--- src/rtl/irqt_pkg.sv ---
package irqt_pkg;

    // Per-line state held by the tracker.
    typedef struct packed {
        logic edge_mode;   // 1 = edge-triggered, 0 = level-sensitive
        logic pend;        // line is pending
        logic act;         // line is active
        logic swf;         // pending was last set by software
    } line_st_t;

    localparam line_st_t LINE_RESET = '{edge_mode: 1'b0, pend: 1'b0, act: 1'b0, swf: 1'b0};

endpackage

--- src/rtl/irqt_word_sel.sv ---
// Maps a (word index, 32-bit mask) write onto the per-line select vector.
// Line k carries interrupt ID BASE_ID+k, i.e. word (BASE_ID+k)/32, bit (BASE_ID+k)%32.
module irqt_word_sel #(
    parameter int unsigned N_LINES = 64,
    parameter int unsigned BASE_ID = 32,
    parameter int unsigned WIDX_W  = 2
) (
    input  logic               valid_i,
    input  logic [WIDX_W-1:0]  word_i,
    input  logic [31:0]        mask_i,
    output logic [N_LINES-1:0] sel_o
);
    for (genvar k = 0; k < N_LINES; k++) begin : g_line
        localparam int unsigned LID  = BASE_ID + k;
        localparam int unsigned LWRD = LID / 32;
        localparam int unsigned LBIT = LID % 32;
        assign sel_o[k] = valid_i && (word_i == WIDX_W'(LWRD)) && mask_i[LBIT];
    end
endmodule

--- src/rtl/irqt_id_chk.sv ---
// Range check and one-hot decode of an interrupt ID.
module irqt_id_chk #(
    parameter int unsigned N_LINES = 64,
    parameter int unsigned BASE_ID = 32,
    parameter int unsigned ID_W    = 10
) (
    input  logic               valid_i,
    input  logic [ID_W-1:0]    id_i,
    output logic [N_LINES-1:0] hit_o,
    output logic               bad_o
);
    localparam logic [ID_W:0] ID_LO = (ID_W+1)'(BASE_ID);
    localparam logic [ID_W:0] ID_HI = (ID_W+1)'(BASE_ID + N_LINES);

    logic in_range;
    assign in_range = ({1'b0, id_i} >= ID_LO) && ({1'b0, id_i} < ID_HI);
    assign bad_o    = valid_i && !in_range;

    for (genvar k = 0; k < N_LINES; k++) begin : g_hit
        assign hit_o[k] = valid_i && (id_i == ID_W'(BASE_ID + k));
    end
endmodule

--- src/rtl/irqt_line.sv ---
// Next-state logic of a single interrupt line.
module irqt_line
    import irqt_pkg::*;
(
    input  line_st_t st_q,
    input  logic     hw_set_i,
    input  logic     hw_clr_i,
    input  logic     sw_set_i,
    input  logic     sw_clr_i,
    input  logic     ack_i,
    input  logic     deact_i,
    input  logic     cfg_sel_i,
    input  logic     cfg_val_i,
    output line_st_t st_d
);
    logic edge_like;

    always_comb begin
        edge_like = st_q.edge_mode | st_q.swf;
        st_d      = st_q;
        // mode write, effective from next cycle
        if (cfg_sel_i) st_d.edge_mode = cfg_val_i;
        // deassert only affects plain level lines
        if (hw_clr_i && !edge_like) st_d.pend = 1'b0;
        // software clear only affects edge-like lines
        if (sw_clr_i && edge_like) st_d.pend = 1'b0;
        // acknowledge clears pending only when edge-like
        if (ack_i && edge_like) st_d.pend = 1'b0;
        // hardware set beats clears
        if (hw_set_i) begin
            st_d.pend = 1'b1;
            st_d.swf  = 1'b0;
        end
        // software set beats everything
        if (sw_set_i) begin
            st_d.pend = 1'b1;
            st_d.swf  = 1'b1;
        end
        // acknowledge wins over deactivate
        if (deact_i) st_d.act = 1'b0;
        if (ack_i)   st_d.act = 1'b1;
    end
endmodule

--- src/rtl/irq_pend_tracker.sv ---
module irq_pend_tracker
    import irqt_pkg::*;
#(
    parameter int unsigned N_LINES = 64,
    parameter int unsigned BASE_ID = 32,
    parameter int unsigned ID_W    = 10,
    localparam int unsigned NWORDS = (BASE_ID + N_LINES + 31) / 32,
    localparam int unsigned WIDX_W = (NWORDS > 1) ? $clog2(NWORDS) : 1
) (
    input  logic               clk_i,
    input  logic               rst_ni,
    input  logic [N_LINES-1:0] hw_assert_i,
    input  logic [N_LINES-1:0] hw_deassert_i,
    input  logic               set_valid_i,
    input  logic [WIDX_W-1:0]  set_word_i,
    input  logic [31:0]        set_mask_i,
    input  logic               clr_valid_i,
    input  logic [WIDX_W-1:0]  clr_word_i,
    input  logic [31:0]        clr_mask_i,
    input  logic               cfg_valid_i,
    input  logic [WIDX_W-1:0]  cfg_word_i,
    input  logic [31:0]        cfg_mask_i,
    input  logic [31:0]        cfg_edge_i,
    input  logic               ack_valid_i,
    input  logic [ID_W-1:0]    ack_id_i,
    input  logic               deact_valid_i,
    input  logic [ID_W-1:0]    deact_id_i,
    output logic [N_LINES-1:0] pending_o,
    output logic [N_LINES-1:0] active_o,
    output logic               any_pending_o,
    output logic               err_o
);
    typedef struct packed {
        line_st_t [N_LINES-1:0] lines;
        logic                   err;
    } state_t;

    state_t st_q, st_d;

    logic [N_LINES-1:0] set_sel, clr_sel, cfg_sel, cfg_val;
    logic [N_LINES-1:0] ack_hit, deact_hit;
    logic               ack_bad, deact_bad;
    line_st_t [N_LINES-1:0] line_nxt;

    // Word/mask decoders
    irqt_word_sel #(.N_LINES(N_LINES), .BASE_ID(BASE_ID), .WIDX_W(WIDX_W)) u_set_sel (
        .valid_i(set_valid_i), .word_i(set_word_i), .mask_i(set_mask_i), .sel_o(set_sel));
    irqt_word_sel #(.N_LINES(N_LINES), .BASE_ID(BASE_ID), .WIDX_W(WIDX_W)) u_clr_sel (
        .valid_i(clr_valid_i), .word_i(clr_word_i), .mask_i(clr_mask_i), .sel_o(clr_sel));
    irqt_word_sel #(.N_LINES(N_LINES), .BASE_ID(BASE_ID), .WIDX_W(WIDX_W)) u_cfg_sel (
        .valid_i(cfg_valid_i), .word_i(cfg_word_i), .mask_i(cfg_mask_i), .sel_o(cfg_sel));
    // Same mapping applied to the value vector yields each line's new mode bit
    irqt_word_sel #(.N_LINES(N_LINES), .BASE_ID(BASE_ID), .WIDX_W(WIDX_W)) u_cfg_val (
        .valid_i(cfg_valid_i), .word_i(cfg_word_i), .mask_i(cfg_edge_i), .sel_o(cfg_val));

    // ID decoders
    irqt_id_chk #(.N_LINES(N_LINES), .BASE_ID(BASE_ID), .ID_W(ID_W)) u_ack_chk (
        .valid_i(ack_valid_i), .id_i(ack_id_i), .hit_o(ack_hit), .bad_o(ack_bad));
    irqt_id_chk #(.N_LINES(N_LINES), .BASE_ID(BASE_ID), .ID_W(ID_W)) u_deact_chk (
        .valid_i(deact_valid_i), .id_i(deact_id_i), .hit_o(deact_hit), .bad_o(deact_bad));

    for (genvar k = 0; k < N_LINES; k++) begin : g_line
        irqt_line u_line (
            .st_q     (st_q.lines[k]),
            .hw_set_i (hw_assert_i[k]),
            .hw_clr_i (hw_deassert_i[k]),
            .sw_set_i (set_sel[k]),
            .sw_clr_i (clr_sel[k]),
            .ack_i    (ack_hit[k]),
            .deact_i  (deact_hit[k]),
            .cfg_sel_i(cfg_sel[k]),
            .cfg_val_i(cfg_val[k]),
            .st_d     (line_nxt[k])
        );
        assign pending_o[k] = st_q.lines[k].pend;
        assign active_o[k]  = st_q.lines[k].act;
    end

    always_comb begin
        st_d       = st_q;
        st_d.lines = line_nxt;
        st_d.err   = ack_bad | deact_bad;
    end

    always_ff @(posedge clk_i) begin
        if (!rst_ni) begin
            st_q.lines <= {N_LINES{LINE_RESET}};
            st_q.err   <= 1'b0;
        end else begin
            st_q <= st_d;
        end
    end

    assign any_pending_o = |pending_o;
    assign err_o         = st_q.err;
endmodule

--- config.mk ---
export PLATFORM = sky130hd
export DESIGN_NAME = irq_pend_tracker
export DESIGN_NICKNAME = d
export VERILOG_FILES = /design/src/rtl/irqt_pkg.sv /design/src/rtl/irqt_word_sel.sv /design/src/rtl/irqt_id_chk.sv /design/src/rtl/irqt_line.sv /design/src/rtl/irq_pend_tracker.sv
export SDC_FILE = /design/constraint.sdc
export NUM_CORES = 1
export LEC_CHECK = 0
export CAP_MARGIN = 10
export CORE_ASPECT_RATIO = 0.7
export CORE_MARGIN = 2
export CORE_UTILIZATION = 55
export CTS_BUF_LIST = sky130_fd_sc_hd__clkbuf_2 sky130_fd_sc_hd__clkbuf_4 sky130_fd_sc_hd__clkbuf_8
export CTS_CLUSTER_DIAMETER = 80
export DETAILED_ROUTE_END_ITERATION = 16
export DONT_BUFFER_PORTS = 1
export PLACE_DENSITY_LB_ADDON = 0.1
export SLEW_MARGIN = 20
export SYNTH_ARGS = -nofsm -noshare
export SYNTH_HDL_FRONTEND = slang
export SYNTH_HIERARCHICAL = 1
export SYNTH_SLANG_ARGS = --single-unit
--- constraint.sdc ---
create_clock -name clk_i -period 1.8 [get_ports clk_i]
set_input_delay 0.27 -clock clk_i [delete_from_list [all_inputs] [get_ports clk_i]]
set_output_delay 0.27 -clock clk_i [all_outputs]
set_load 0.005 [all_outputs]
* Yosys cells after proc, flatten, opt, wreduce, memory -nomap -nowiden
Cells that the tools add are included.
** Storage, ports and cells
- Register bits :: 257
- Input bits :: 289
- Output and inout port bits :: 130
** Operators by class
- Magnitude comparators :: 4
- Equality and inequality tests :: 134
- Multiplexer cells :: 576
- Bitwise logic cells :: 65
- Reductions and logical operators :: 845
** Operator list (number)
- $eq A10 B6 Y1 const B :: 64
- $eq A10 B7 Y1 const B :: 64
- $logic_and A1 B1 Y1 :: 586
- $mux W1 :: 576
- $reduce_bool A5 Y1 :: 64
- $reduce_bool A2 Y1 :: 128
- $logic_not A1 Y1 :: 66
- $or A1 B1 Y1 :: 65
- $reduce_or A64 Y1 :: 1
- $ge A10 B6 Y1 const B :: 2
- $lt A10 B7 Y1 const B :: 2
- $eq A2 B1 Y1 const B :: 3
- $eq A2 B2 Y1 const B :: 3

* Depth between registers and ports, before layout
- Depth after elaboration :: 8
- Depth in mapped cells :: 8
- Mapped depth without buffers :: 6

* Cells and area by module
Netlist, hierarchy kept.
** By module, submodules not included
- irq_pend_tracker :: times used 1, cells each 691, area an instance 7958.9 um^2
- irqt_line :: times used 64, cells each 10, area an instance 70.1 um^2
- irqt_word_sel :: times used 4, cells each 85, area an instance 808.3 um^2
- irqt_id_chk :: times used 2, cells each 106, area an instance 805.8 um^2

* Worst setup path after synthesis
No wires, ideal clock.
- Path kind :: input -> register
- Start :: input ack_id_i[9]
- End :: register, netlist name pending_o[39]
- Arrival time :: 1.581 ns
- Required time :: 1.685 ns
- Slack :: 0.104 ns
- Cell stages on the path :: 8
- Path buffers :: 2
- Path through :: or4b_1 buf_2 buf_6 nor3_2 nor2_1 o211ai_1 nand2_1 and2_1
** RTL lines
- start: declaration :: line irq_pend_tracker.sv:25 : input logic [ID_W-1:0] ack_id_i,

* Final worst setup path
- Start :: register, netlist name pending_o[24]
- End :: output any_pending_o
** On the way
- Cells in the longest elaborated chain, start to end :: 1
** RTL lines
- $reduce_or A64 Y1 :: line irq_pend_tracker.sv:94 : assign any_pending_o = |pending_o;
- end: declaration :: line irq_pend_tracker.sv:30 : output logic any_pending_o,
Every way passes these cells.

==> impl_metrics.py <==
metrics = {
    "run_status": {
        "run_status": "finished, violations left",
        "violations_in_the_final_reports": "negative setup slack",
    },
    "yosys": {
        "synth.most_common_cell": "dfxtp_1",
        "synth_largest_area_cell": "dfxtp_1",
        "synth.cells.most_frequent": "dfxtp_1, and2_1, and4b_1, buf_4, nor3_1",
        "mappedNetlistNets": 2172,
        "postSynth.asyncResetShare": 0,
        "post_synthesis_instance_area_um2": 17290,
        "synth_top_area_cells": "dfxtp_1, and4b_1, and2_1",
        "yosys_register_bits": 257,
        "synth_area_per_cell_um2": 9.181,
        "synth_enable_flop_cells": 0,
        "synth_top_area_frac": 0.2976,
        "ys.warnings.count": 6,
        "netlist_instances": 1883,
        "synth_sequential_area_ratio": 0.2976,
        "netlist-cell-type-count": 30,
        "synth_flop_cell": "dfxtp_1",
    },
    "place": {
        "buffer_ports.inserted": 0,
        "placed_cell_area_um2": 17060,
        "routabilityCongestion": 0.8944,
        "detailedPlacementHpwl_um": 41720,
    },
    "critical_path": {
        "critPathArrivalTime_ns": 2.10,
        "crit_path_cell_trace": "nor4_4 > buf_4 > nand4_1 > or4_4",
        "cp_num_buf_inv": 1,
        "worst_setup_path_end_kind": "output port",
        "max_stage_delay_ns": 0.56,
        "critical_path.max_fanout": 2,
        "timing.critical_path.slowest_stage_cell": "or4_4",
        "setup_crit_path_kind": "flip-flop to output port",
        "critPathRequiredTime_ns": 1.53,
        "crit_path_start_kind": "flip-flop",
        "cell_family_contributing_the_most_delay_on_the_critical_path": "simple AND/OR/NAND/NOR gates",
    },
    "global_routing": {
        "top_usage_layer": "met2",
        "grt_antenna_before_repair": 7,
        "total_grt_usage": 0.3431,
        "use_met1": 0.4726,
        "globalRoute.totalOverflow": 0,
        "use_met2": 0.4996,
        "vias_in_the_first_global_route": 13760,
        "wire_length_of_the_first_global_routing_pass_um": 85980,
        "gr-usage-met3": 0.1082,
        "grt_start_max_net_pins": 143,
    },
    "finish": {
        "layout.nets": 2251,
        "synth_to_final_area_change_pct": 14.92,
        "fraction_of_layout_cells_with_a_size_suffix_above_1": 0.2578,
        "final_core_utilization": 0.6392,
        "nFillCells": 2606,
        "final_design_instance_area_without_fill_um2": 19870,
    },
    "cts": {
        "tritoncts": "done",
        "ctsHtreeMaxLevel": 2,
        "cts.reportedPaths.clkPinSlew_ns": 0.07,
        "clockRootBuffer": "clkbuf_8",
        "ctsLongestPathBuffers": 3,
        "postCtsSetupBuffers": 0,
        "worstSkewPairLatency_ns": 0.59,
        "cts_buffers": 44,
        "clkSinkCount": 257,
    },
    "timing": {
        "finalHoldViolCount": 0,
        "final_max_slew_viol_count": 0,
        "period_share": 1.318,
        "fin_worst_skew_ns": 0.01018,
        "timing.final.ws_setup_ns": -0.5723,
        "finalWorstPathRequiredPeriod_ns": 2.372,
        "worstMarginPinSlew_ns": 0.6420,
        "fin_setup_tns_ns": -0.5723,
        "final_setup_viols": 1,
        "max_freq_mhz": 421.5,
        "finalHoldWorstSlack_ns": 0.07530,
        "unrepaired_setup_endpoints_after_global_routing": "yes",
        "timing.slew.headroom": 0.5720,
    },
    "floorplan": {
        "placementRows": 54,
        "die-area_um2": 32890,
        "core-area_um2": 31080,
        "io_pins": 419,
        "chipHeight_um": 152.3,
        "die_w_um": 215.9,
        "floorplan.initialDensity": 0.5562,
    },
    "min_path": {
        "hold_path.class": "input port to flip-flop",
    },
    "power": {
        "powerDensity_nw_per_um2": 666.8,
        "leakage_nw": 9.311,
        "power.ir.vdd_worst_uv": 603.0,
    },
    "routing": {
        "drtPass1Iterations": 6,
        "route.final.wire_length_um": 58540,
        "ant_nets": 0,
        "post-route-drc-count": 0,
        "initialDrtViolationCount": 1379,
        "via_count": 14510,
        "routed_wire_length_per_instance_um": 24.23,
        "route.detailed.vias_per_inst": 6.007,
    },
    "job": {
        "maxCapViolCount": 0,
    },
}
[path summary, 6_finish.rpt]
kind | startpoint | end | slack (ns) | depth (start not counted)
worst min-delay path | hw_deassert_i[41] | pending_o[41] | 0.08 | 4
worst max register to register | pending_o[26] | pending_o[26] | 0.05 | 6
worst min register to register | active_o[41] | active_o[41] | 0.61 | 2
worst max-delay path | pending_o[24] | any_pending_o | -0.57 | 4
[cell type report]
cell class | instances | area [um^2] | area share
multi-input cells | 1218 | 9857 | 0.4962
inverters | 128 | 480.5 | 0.02418
clock buffers | 73 | 929.6 | 0.04679
clock inverters | 5 | 31.28 | 0.001575
flip-flops and latches | 257 | 5152 | 0.2594
diodes | 2 | 5.005 | 0.0002519
repair buffers | 313 | 2885 | 0.1452
well taps | 420 | 525.5 | 0.02645
[metal layers]
| layer | wire (um) | vias to the layer above |
|---|---|---|
| li1 | - | 6799 |
| met1 | 25280 | 6904 |
| met2 | 24480 | 674 |
| met3 | 6594 | 127 |
| met4 | 2110 | 10 |
| met5 | 69 | - |
[placed cells by master, fill, tap and decap left out, types with 72 or more instances in the layout]
master | Yosys | routed
buf_4 | 148 | 140
dfxtp_1 | 257 | 253
nor3_2 | 62 | 72
inv_1 | 128 | 128
nor3_1 | 130 | 119
and4b_1 | 256 | 256
dlygate4sd3_1 | 0 | 164
and2_1 | 256 | 256
[where the power goes]
part	leakage, nW	internal (mW)	switching, mW
clock network	0.510	3.25	2.57
logic	6.71	0.817	0.639
registers	2.09	5.84	0.131
[worst register-to-register path, delay by kind of cell (launching register included)]
| kind | cells | cell delay (ns) |
|---|---|---|
| and+or+nand+nor | 4 | 0.59 |
| buffers and inverters | 2 | 0.72 |
| DFF | 1 | 0.33 |
[state kept, by name (all words and copies together) (netlist names)]
signal	count
st_q	128
err_o	1
active_o	64
pending_o	64
[repair_timing]
item                                   CTS  global route
resized for setup                       14            17
gates cloned                             0             1
pin swaps                                3             4
endpoints found under the hold margin  257             1
hold buffers                           164             2
setup endpoints to repair                1            16
[per-stage QoR]
stage / power [mW] / setup slack (ns) / cells
floorplan: 7.276 / 0.1039 / 1883
global placement: 7.253 / -0.3883 / 2170
detailed placement: 7.270 / -0.3897 / 2170
CTS: 13.28 / -0.6175 / 2412
global route: 13.71 / -0.6451 / 2416
finish: 13.25 / -0.5723 / 2416
[logic make-up after synthesis]
group                  count (synthesis)  share of synthesized area
AO/OA/AOI/OAI                        195                    0.08989
AND/OR/NAND/NOR                      957                     0.4293
buffers and inverters                408                     0.1406
multiplexers                          64                    0.04169
flip-flops                           257                     0.2976
XOR/XNOR                               2                   0.001013
(Power assumes the default switching activity.)
